`config.mk`:
```
export PLATFORM = sky130hd
export DESIGN_NAME = period_timer
export DESIGN_NICKNAME = d
export VERILOG_FILES = /design/src/rtl/period_timer.sv
export SDC_FILE = /design/constraint.sdc
export NUM_CORES = 1
export LEC_CHECK = 0
export ABC_AREA = 0
export BUFFER_PORTS_ARGS = -buffer_cell sky130_fd_sc_hd__buf_4
export CAP_MARGIN = 30
export CORE_UTILIZATION = 54
export DETAILED_ROUTE_END_ITERATION = 10
export PLACE_DENSITY = 0.82
export RECOVER_POWER = 50
export SYNTH_ARGS = -nofsm -noshare
export SYNTH_HDL_FRONTEND = slang
export SYNTH_SLANG_ARGS = --single-unit
```
`constraint.sdc`:
```
create_clock -name clk -period 2.4 [get_ports clk]
set_input_delay 0.36 -clock clk [delete_from_list [all_inputs] [get_ports clk]]
set_output_delay 0.36 -clock clk [all_outputs]
set_load 0.05 [all_outputs]
```
`src/rtl/period_timer.sv`:
```
module period_timer #(
  parameter int W = 24
) (
  input  logic         clk,
  input  logic         rst_n,
  input  logic         tick,
  input  logic         pin_in,
  input  logic         en,
  input  logic         inv,
  input  logic         retrig,
  input  logic         cmp_ie,
  input  logic         ovf_ie,
  input  logic [W-1:0] load_val,
  input  logic         cmp_clr,
  input  logic         ovf_clr,
  output logic [W-1:0] capture,
  output logic         cmp_flag,
  output logic         ovf_flag,
  output logic         cmp_irq,
  output logic         ovf_irq
);
  typedef enum logic [1:0] {IDLE, ARMWAIT, PRELOAD, RUN} st_t;

  st_t          st;
  logic [W-1:0] cnt;
  logic [2:0]   smp;
  logic         hit, grab, wrap;

  always_ff @(posedge clk or negedge rst_n)
    if (!rst_n) smp <= '0;
    else        smp <= {smp[1:0], pin_in};

  assign hit  = en && (inv ? (smp[2] && !smp[1]) : (!smp[2] && smp[1]));
  assign grab = (st == RUN) && hit;
  assign wrap = (st == RUN) && tick && (&cnt) && !(grab && retrig);

  always_ff @(posedge clk or negedge rst_n)
    if (!rst_n) begin
      st  <= IDLE;
      cnt <= '0;
    end else if (!en) begin
      st  <= IDLE;
      cnt <= '0;
    end else begin
      case (st)
        IDLE, ARMWAIT: st <= hit ? PRELOAD : ARMWAIT;
        PRELOAD: if (tick) begin
          cnt <= load_val;
          st  <= RUN;
        end
        default: begin
          if (grab && retrig) st <= PRELOAD;
          else if (tick)      cnt <= cnt + 1'b1;
        end
      endcase
    end

  always_ff @(posedge clk or negedge rst_n)
    if (!rst_n) begin
      capture  <= '0;
      cmp_flag <= 1'b0;
      ovf_flag <= 1'b0;
    end else begin
      if (grab) capture <= cnt;
      cmp_flag <= grab || (cmp_flag && !cmp_clr);
      ovf_flag <= wrap || (ovf_flag && !ovf_clr);
    end

  assign cmp_irq = cmp_flag && cmp_ie;
  assign ovf_irq = ovf_flag && ovf_ie;
endmodule

```
==> flow_metrics.py, run 1 <==
metrics = {
    "pwr": {
        "ir_drop_mv": 0.275,
        "power.sequential.fraction": 0.588,
        "power.switching_uw": 416,
        "pwr-share-clk": 0.303,
        "p_leak_uw": 0.00154,
        "p_comb_frac": 0.109,
        "p_sw_frac": 0.255,
        "power.internal_uw": 1220,
        "power.density_nw_per_um2": 480,
    },
    "timing": {
        "worst_pin_slew_ns": 1.36,
        "hold_ws_ns": 0.174,
        "maxSlewViolCount": 0,
        "setup_viol": 0,
        "fin_crit_sh": 0.846,
        "finalHoldViolCount": 0,
        "fin_crit_ns": 2.03,
        "rsz0062_at_grt": "no",
        "finalSetupTns_ns": 0,
        "relSlewSlack": 0.0941,
        "fin_skew_ns": 0.00936,
        "fmax_mhz": 492,
        "setup_ws_ns": 0.369,
    },
    "setup_path": {
        "startpoint_type": "flip-flop",
        "r2r_start": "cnt[0]",
        "critPathMaxStageDelay_ns": 0.53,
        "arrival_ns": 2.26,
        "rr_endpoint": "cnt[18]",
        "reg2reg_depth": 6,
        "ff2ff_setup_slack_ns": 0.37,
        "worstPathCellList": "ha_1, nand3_1, nor4_4, nor3b_1, a21oi_1, o211ai_1",
        "critPathSlowestCell": "nor4_4",
        "required_ns": 2.63,
        "end_kind": "flip-flop",
        "crit_fanout": 9,
        "critPathKind": "reg2reg",
    },
    "finish": {
        "num_antenna_cells": 0,
        "final_layout_size_suffix_gt1_frac": 0.291,
        "finalNetCount": 375,
        "final_cell_mix": "56 x buf_4, 55 x dfrtp_1, 26 x a21oi_1, 25 x o21ai_0, 24 x mux2_2",
        "syn2layout_area_growth_pct": 20.0,
        "final_cell_area_sq_um": 3400,
        "layout_commonest_cell": "buf_4",
    },
    "yosys": {
        "synth_cell_type_count": 45,
        "synth_flop_cell": "dfrtp_1",
        "netlist_area_sq_um": 2830,
        "synth-edff-count": 0,
        "syn-num-nets": 318,
        "yosysSeqAreaShare": 0.486,
        "postSynthCellCount": 282,
        "avgSynthCellArea_sq_um": 10.0,
        "yosysWarnings": 0,
        "ys_ff_latch": 55,
        "async_reset_ff_frac": 1.00,
    },
    "hold_path": {
        "worstHoldStart": "pin_in",
        "hold_path_end": "smp[0]",
        "hp-class": "in2reg",
        "hold_depth": 1,
    },
    "floorplan": {
        "coreArea_sq_um": 5070,
        "initial_core_util": 0.558,
        "die_w_microns": 74.4,
        "num_io_pins": 63,
        "rows": 26,
        "die_y_microns": 74.4,
        "dieArea_sq_um": 5540,
    },
    "clock_tree": {
        "ctsResizeCount": 0,
        "cts_post_setup_buffers_inserted": 0,
        "cts_root_buf": "clkbuf_8",
        "cts_max_path_buffers": 2,
        "holdBufCountCts": 0,
        "path_clk_slew_ns": 0.09,
        "cts.sinks": 55,
        "clock_latency_ns": 0.31,
        "numCtsBuffers": 5,
        "cts_tree": "done",
        "htreeDepth": 2,
    },
    "route": {
        "wirelength_mm": 6.40,
        "ant_nets": 0,
        "drt-wirelength-per-cell_microns": 15.6,
        "via_per_inst": 5.96,
        "vias": 2444,
        "first_pass_iters": 6,
        "dr.first_iter.drc_count": 168,
        "drc_errors": 0,
    },
    "global_route": {
        "groute.usage.overall": 0.246,
        "grt_pass1_vias": 2292,
        "grt_overflow": 0,
        "antenna_found_initial": 0,
        "grt_pass1_wl_mm": 10.5,
        "grt_max_degree": 56,
    },
    "placed_design": {
        "place_ws_ns": 0.402,
        "place.gp.congestion": 0.826,
        "hpwl_mm": 4.41,
        "port_buffers": 62,
        "placed_cell_area_sq_um": 3360,
    },
    "run": {
        "drv_cap": 0,
    },
    "status": {
        "status": "completed",
    },
}
-- power groups by stage --
stage / sequential (uW) / combinational (uW) / clock [uW]
final: 960 / 178 / 495
after global routing: 963 / 196 / 539
after CTS: 960 / 183 / 506
after detailed placement: 978 / 182 / 0
after global placement: 977 / 179 / 0
after floorplan: 987 / 81.1 / 0
-- worst max path at each step --
| stage | from | to | cells after the start |
|---|---|---|---|
| after CTS | cnt[0] | cnt[18] | 6 |
| after global placement | cnt[0] | cnt[18] | 6 |
| final | cnt[0] | cnt[18] | 6 |
| after floorplan | smp[2] | capture[10] | 4 |
| after global routing | cnt[0] | cnt[22] | 6 |
| after detailed placement | cnt[0] | cnt[22] | 6 |
-- logic make-up after synthesis --
family | after synthesis | synth area share
AO/OA/AOI/OAI | 79 | 0.172
adder cells (fa/ha/maj) | 1 | 0.00441
buffers and inverters | 29 | 0.0468
flip-flops | 55 | 0.486
multiplexers | 25 | 0.0989
AND/OR/NAND/NOR | 93 | 0.192
-- cells in the mapped netlist, types with 2 or more instances --
library cell / count / area (sq um)
a22oi_1: 3 / 22.5
clkbuf_1: 7 / 26.3
and2_1: 2 / 12.5
mux2_2: 24 / 270
nand3_1: 14 / 70.1
nor4_1: 4 / 25.0
inv_1: 11 / 41.3
buf_4: 4 / 30.0
o211ai_1: 3 / 22.5
nor3b_1: 3 / 22.5
a21oi_1: 26 / 130
o2bb2ai_1: 2 / 17.5
and4_1: 2 / 17.5
dfrtp_1: 55 / 1380
a32oi_1: 4 / 35.0
nand4_1: 9 / 56.3
o31a_1: 3 / 26.3
nor3_1: 7 / 35.0
nand3b_1: 2 / 15.0
buf_2: 7 / 35.0
nand2_1: 16 / 60.1
nor2_1: 19 / 71.3
o21ai_0: 25 / 125
o22ai_1: 7 / 43.8
and3_1: 3 / 18.8
-- metal layers --
metal,track usage,part of all wire,up-vias
met5,0,0,-
met4,0.0734,0.012,0
met3,0.0542,0.088,10
met2,0.395,0.48,109
met1,0.336,0.41,1168
li1,-,-,1157
-- sequential cells by signal, indices dropped and copies added, names as in the netlist --
name      cells
cnt          24
smp           3
capture      24
ovf_flag      1
st            2
cmp_flag      1
-- metrics by stage --
stage	instances	util	total power (uW)
2_1_floorplan	282	-	1070
3_3_place_gp	402	0.661	1160
3_5_place_dp	402	0.661	1160
4_1_cts	410	0.678	1650
5_1_grt	410	0.670	1700
6_report	410	0.670	1630
-- cell type report --
| cell class | instances | area [sq um] |
|---|---|---|
| flip-flops and latches | 55 | 1380 |
| clock buffers | 5 | 68.8 |
| multi-input cells | 198 | 1330 |
| repair buffers | 68 | 487 |
| clock inverters | 3 | 15.0 |
| well taps | 70 | 87.6 |
| inverters | 11 | 41.3 |
| fillers | 440 | 1670 |
-- worst max-delay path: cells and delay by family (launching register included) --
kind                       cells  cell delay (ns)
DFF                            1             0.43
AOI/OAI and AO/OA              2             0.24
and+or+nand+nor                3             1.07
adders and majority gates      1             0.22
Power figures use the tool's default switching activity.
==> run 2, diff against run 1 <==
--- a/config.mk
+++ b/config.mk
@@ -5,10 +5,10 @@
 export SDC_FILE = /design/constraint.sdc
 export NUM_CORES = 1
 export LEC_CHECK = 0
-export ABC_AREA = 0
+export ABC_AREA = 1
 export BUFFER_PORTS_ARGS = -buffer_cell sky130_fd_sc_hd__buf_4
 export CAP_MARGIN = 30
-export CORE_UTILIZATION = 54
+export CORE_UTILIZATION = 55
 export DETAILED_ROUTE_END_ITERATION = 10
 export PLACE_DENSITY = 0.82
 export RECOVER_POWER = 50
==> constraint.sdc (replaced) <==
create_clock -name clk -period 1.9 [get_ports clk]
set_input_delay 0.285 -clock clk [delete_from_list [all_inputs] [get_ports clk]]
set_output_delay 0.285 -clock clk [all_outputs]
set_load 0.05 [all_outputs]
==> flow_metrics.py, run 2 <==
metrics = {
    "finish": {
        "multi_input_area_sq_um": 1420,
        "final_cell_mix": "151 x nand2_1, 56 x buf_4, 55 x dfrtp_1, 50 x nor2_1",
        "top_regs": "capture: 24 flops, cnt: 24 flops, smp: 3 flops",
        "layout_commonest_cell": "nand2_1",
        "syn2layout_area_growth_pct": 20.5,
        "final_layout_size_suffix_gt1_frac": 0.165,
        "finalNetCount": 527,
        "seq_area_sq_um": 1380,
        "num_antenna_cells": 0,
        "nFillCells": 461,
    },
    "yosys": {
        "yosysSeqAreaShare": 0.454,
        "async_reset_ff_frac": 1.00,
        "synth_commonest_cells": "151 x nand2_1, 55 x dfrtp_1, 50 x nor2_1",
        "avgSynthCellArea_sq_um": 7.10,
        "synth_flop_cell": "dfrtp_1",
        "synth-edff-count": 0,
        "yosysWarnings": 0,
        "yosysTopAreaCellShare": 0.454,
        "netlist_area_sq_um": 3030,
        "yosys-top-cells-area": "dfrtp_1 45%, nand2_1 19%, o21ai_0 7.1%",
        "ys_ff_latch": 55,
        "syn-num-nets": 463,
        "yosysTopAreaCell": "dfrtp_1",
        "synth_most_common_cell": "nand2_1",
        "postSynthCellCount": 427,
        "synth_cell_type_count": 30,
    },
    "clock_tree": {
        "path_clk_slew_ns": 0.10,
        "cts.sinks": 55,
        "cts_tree": "done",
        "htreeDepth": 2,
        "numCtsBuffers": 5,
        "ctsResizeCount": 0,
        "cts_post_setup_buffers_inserted": 0,
        "clock_latency_ns": 0.31,
        "cts_root_buf": "clkbuf_8",
        "holdBufCountCts": 0,
        "cts_max_path_buffers": 2,
    },
    "pwr": {
        "p_leak_uw": 0.00181,
        "power.internal_uw": 2080,
        "p_sw_frac": 0.379,
        "power.total_uw": 3350,
        "ir_drop_mv": 0.542,
        "power.switching_uw": 1270,
        "power.density_nw_per_um2": 917,
        "pwr-share-clk": 0.242,
        "power.sequential.fraction": 0.448,
        "p_comb_frac": 0.311,
    },
    "timing": {
        "setup_viol": 0,
        "relSlewSlack": 0.0908,
        "worst_pin_slew_ns": 1.36,
        "fin_skew_ns": 0.0101,
        "fin_crit_ns": 1.66,
        "maxSlewViolCount": 0,
        "fmax_mhz": 601,
        "finalHoldViolCount": 0,
        "rsz0062_at_grt": "no",
        "finalSetupTns_ns": 0,
        "fin_crit_sh": 0.876,
    },
    "setup_path": {
        "arrival_ns": 1.88,
        "crit_fanout": 6,
        "critPathMaxStageDelay_ns": 0.43,
        "ff2ff_setup_slack_ns": 0.24,
        "crit_buf_inv": 0,
        "critPathKind": "reg2reg",
        "reg2reg_depth": 10,
        "end_kind": "flip-flop",
        "cp_top_family": "simple AND/OR/NAND/NOR gates",
        "rr_endpoint": "cnt[22]",
        "required_ns": 2.12,
        "critPathSlowestCell": "dfrtp_1",
        "startpoint_type": "flip-flop",
        "crit_top_cell": "nand2_1",
        "r2r_start": "cnt[0]",
        "worstPathCellList": "ha_1, nand2_1, nor2_2, nand2_1, nor2_1, nand2_1, nand2_1, nand3_1, nand2_1, nand2_1",
    },
    "hold_path": {
        "hold_depth": 1,
        "worstHoldStart": "pin_in",
        "hold_path_end": "smp[0]",
        "hp-class": "in2reg",
    },
    "floorplan": {
        "dieArea_sq_um": 5820,
        "coreArea_sq_um": 5200,
        "rows": 26,
        "die_y_microns": 76.3,
        "die_w_microns": 76.3,
        "initial_core_util": 0.583,
        "num_io_pins": 63,
    },
    "route": {
        "ant_nets": 0,
        "drt-wirelength-per-cell_microns": 13.0,
        "dr.first_iter.drc_count": 220,
        "via_per_inst": 5.30,
        "vias": 2980,
        "drc_errors": 0,
        "wirelength_mm": 7.31,
        "first_pass_iters": 5,
    },
    "global_route": {
        "groute.usage.overall": 0.271,
        "grt_max_degree": 56,
        "grt_pass1_wl_mm": 12.6,
        "grt_overflow": 0,
        "antenna_found_initial": 0,
        "grt_pass1_vias": 2884,
    },
    "run": {
        "drv_cap": 0,
    },
    "status": {
        "status": "completed",
    },
    "placed_design": {
        "hpwl_mm": 5.42,
        "place.gp.congestion": 0.892,
        "port_buffers": 62,
    },
}
-- run 2: cell count changes in the layout (fill, tap and decap cells not counted), sizes merged, moves of 19 or more --
cell   change
nor2      +38
mux2      -24
nand3     +21
nand2    +137
a21oi     -23
inv       +33
o21ai     +19
-- run 2: final cells by class --
type	instances	area share
clock inverter	2	0.00958
sequential	55	0.376
timing repair buffer	70	0.135
multi-input combinational	315	0.387
tap	70	0.0240
clock buffer	6	0.0226
inverter	44	0.0452
-- run 2: stage by stage --
step,instance area (sq um),worst slack [ns],utilization,cells,hold slack (ns)
finish,3660,0.236,0.702,562,0.0945
detailed placement,3580,0.244,0.688,554,0.337
global route,3660,0.0940,0.702,562,0.0841
CTS,3700,0.223,0.711,562,0.0418
global placement,3580,0.353,0.688,554,0.344
floorplan,3030,0.459,-,427,-0.0106
-- run 2: how the worst max path moves through the flow --
stage / from / end / slack [ns] / cells after the start
floorplan: cnt[0] / cnt[16] / 0.46 / 10
global placement: cnt[1] / cnt[22] / 0.35 / 10
detailed placement: cnt[0] / cnt[22] / 0.24 / 10
CTS: cnt[0] / cnt[22] / 0.22 / 10
global route: cnt[0] / cnt[22] / 0.09 / 10
finish: cnt[0] / cnt[22] / 0.24 / 10
-- run 2: worst reg2reg max path, delay by kind of cell (launching register included) --
kind	cells	cell delay [ns]
adder cells (fa/ha/maj)	1	0.21
flip-flops	1	0.43
AND/OR/NAND/NOR	9	0.95
-- run 2: cell families (layout without fill, tap and decap cells) --
logic type      Yosys count  after routing  synth area share
compound gates           51             51            0.0875
xor+xnor                  2              2           0.00578
fa+ha+maj                 1              1           0.00412
buf+inv                  57            122            0.0796
flops                    55             55             0.454
mux                       1              1           0.00330
simple gates            260            260             0.366
-- run 2: power groups by stage --
stage               clock, uW  combinational (uW)  sequential [uW]
floorplan                   0                 328             1900
global placement            0                1070             1510
detailed placement          0                1090             1520
CTS                       824                1090             1500
global route              867                1130             1530
finish                    811                1040             1500
-- run 2: per-layer routing --
metal  up-vias  track usage  share of wire
li1       1483            -              -
met5         -            0              0
met2       117        0.459           0.48
met1      1366        0.351           0.44
met4         0       0.0981          0.018
met3        14       0.0407          0.060
==> run 3, diff against run 2 <==
--- a/config.mk
+++ b/config.mk
@@ -10,7 +10,7 @@
 export CAP_MARGIN = 30
 export CORE_UTILIZATION = 55
 export DETAILED_ROUTE_END_ITERATION = 10
-export PLACE_DENSITY = 0.82
+export PLACE_DENSITY = 0.87
 export RECOVER_POWER = 50
 export SYNTH_ARGS = -nofsm -noshare
 export SYNTH_HDL_FRONTEND = slang
==> flow_metrics.py, run 3 (synthesis gave the netlist of run 2 again) <==
metrics = {
    "route": {
        "vias": 3063,
        "drt-wirelength-per-cell_microns": 13.6,
        "wirelength_mm": 7.66,
        "drc_errors": 0,
        "dr.first_iter.drc_count": 272,
        "ant_nets": 0,
        "via_per_inst": 5.46,
        "first_pass_iters": 5,
    },
    "timing": {
        "fmax_mhz": 606,
        "setup_ws_ns": 0.249,
        "finalHoldViolCount": 0,
        "rsz0062_at_grt": "no",
        "fin_skew_ns": 0.00431,
        "fin_crit_sh": 0.869,
        "finalSetupTns_ns": 0,
        "setup_viol": 0,
        "relSlewSlack": 0.0991,
        "maxSlewViolCount": 0,
        "fin_crit_ns": 1.65,
        "worst_pin_slew_ns": 1.35,
    },
    "floorplan": {
        "coreArea_sq_um": 5200,
        "rows": 26,
        "initial_core_util": 0.583,
        "die_y_microns": 76.3,
        "die_w_microns": 76.3,
        "dieArea_sq_um": 5820,
        "num_io_pins": 63,
    },
    "status": {
        "status": "completed",
    },
    "setup_path": {
        "required_ns": 2.12,
        "end_kind": "flip-flop",
        "critPathKind": "reg2reg",
        "rr_endpoint": "cnt[22]",
        "crit_fanout": 6,
        "ff2ff_setup_slack_ns": 0.25,
        "reg2reg_depth": 10,
        "arrival_ns": 1.87,
        "startpoint_type": "flip-flop",
        "r2r_start": "cnt[1]",
    },
    "pwr": {
        "ir_drop_mv": 0.533,
        "power.internal_uw": 1990,
        "power.sequential.fraction": 0.459,
        "power.density_nw_per_um2": 902,
        "p_sw_frac": 0.395,
        "power.total_uw": 3280,
        "power.switching_uw": 1300,
        "pwr-share-clk": 0.222,
        "p_comb_frac": 0.320,
        "p_leak_uw": 0.00179,
    },
    "finish": {
        "seq_area_sq_um": 1380,
        "finalNetCount": 526,
        "top_regs": "capture: 24 flops, cnt: 24 flops, smp: 3 flops",
        "final_layout_size_suffix_gt1_frac": 0.163,
        "layout_commonest_cell": "nand2_1",
        "syn2layout_area_growth_pct": 20.0,
        "num_antenna_cells": 0,
        "nFillCells": 453,
        "final_cell_mix": "151 x nand2_1, 55 x dfrtp_1, 55 x buf_4, 50 x nor2_1",
        "multi_input_area_sq_um": 1420,
        "final_cell_area_sq_um": 3640,
    },
    "global_route": {
        "groute.usage.overall": 0.288,
        "antenna_found_initial": 0,
        "top_usage_layer": "met2",
        "grtUsageMet1": 0.370,
        "grt_pass1_vias": 2975,
        "grt_overflow": 0,
        "met2_usage": 0.483,
        "grt_max_degree": 56,
        "gr-usage-met3": 0.0419,
        "grt_pass1_wl_mm": 13.5,
    },
    "clock_tree": {
        "htreeDepth": 2,
        "cts_root_buf": "clkbuf_8",
        "cts_post_setup_buffers_inserted": 0,
        "cts_max_path_buffers": 2,
        "path_clk_slew_ns": 0.10,
        "numCtsBuffers": 5,
        "cts_tree": "done",
        "clock_latency_ns": 0.32,
        "cts.sinks": 55,
    },
    "placed_design": {
        "hpwl_mm": 5.56,
        "placed_cell_area_sq_um": 3570,
        "place_ws_ns": 0.242,
        "port_buffers": 62,
        "place.gp.congestion": 0.958,
    },
    "run": {
        "drv_cap": 0,
    },
    "hold_path": {
        "hp-class": "in2reg",
        "worstHoldStart": "pin_in",
        "hold_depth": 1,
        "hold_path_end": "smp[0]",
    },
}
run 3: final cells by class:
| class | count | area share |
|---|---|---|
| multi-input cells | 315 | 0.390 |
| well taps | 70 | 0.0241 |
| flip-flops and latches | 55 | 0.378 |
| clock buffers | 7 | 0.0265 |
| clock inverters | 1 | 0.00206 |
| inverters | 44 | 0.0454 |
| repair buffers | 69 | 0.134 |
run 3: worst max path at each step:
stage / start / to / depth (start not counted)
final: cnt[1] / cnt[22] / 10
after global routing: cnt[1] / cnt[22] / 10
after detailed placement: cnt[1] / cnt[22] / 10
after global placement: cnt[1] / cnt[22] / 10
after CTS: cnt[1] / cnt[22] / 10
after floorplan: cnt[0] / cnt[16] / 10
run 3: worst max-delay path, stage by stage, from the launching register on:
cell     delay (ns)
dfrtp_1        0.43
ha_1           0.21
nand2_1        0.11
nor2_4         0.17
nand2_1        0.13
nor2_1         0.19
nand2_1        0.08
nand2_1        0.06
nand3_1        0.06
nand2_1        0.06
nand2_1        0.04
run 3: timing repair:
item	4_1_cts	5_1_grt
setup endpoints to repair	0	1
resized for setup	0	1
hold buffers	0	0
run 3: per-layer routing:
| metal | vias up | part of all wire |
|---|---|---|
| li1 | 1476 | - |
| met4 | 0 | 0.024 |
| met3 | 20 | 0.070 |
| met2 | 139 | 0.49 |
| met1 | 1428 | 0.42 |
| met5 | - | 0 |
run 3: power by group through the flow:
stage                     clock [uW]  sequential (uW)  combinational [uW]
after floorplan                    0             1900                 328
after global placement             0             1510                1070
after detailed placement           0             1530                1090
after CTS                        729             1500                1100
after global routing             790             1530                1140
final                            727             1510                1050
run 3: stage by stage:
step                      instances  hold WS (ns)   util
after floorplan                 427       -0.0106      -
after global placement          553         0.344  0.687
after detailed placement        553         0.343  0.687
after CTS                       561        0.0351  0.707
after global routing            561        0.0789  0.699
final                           561        0.0889  0.699
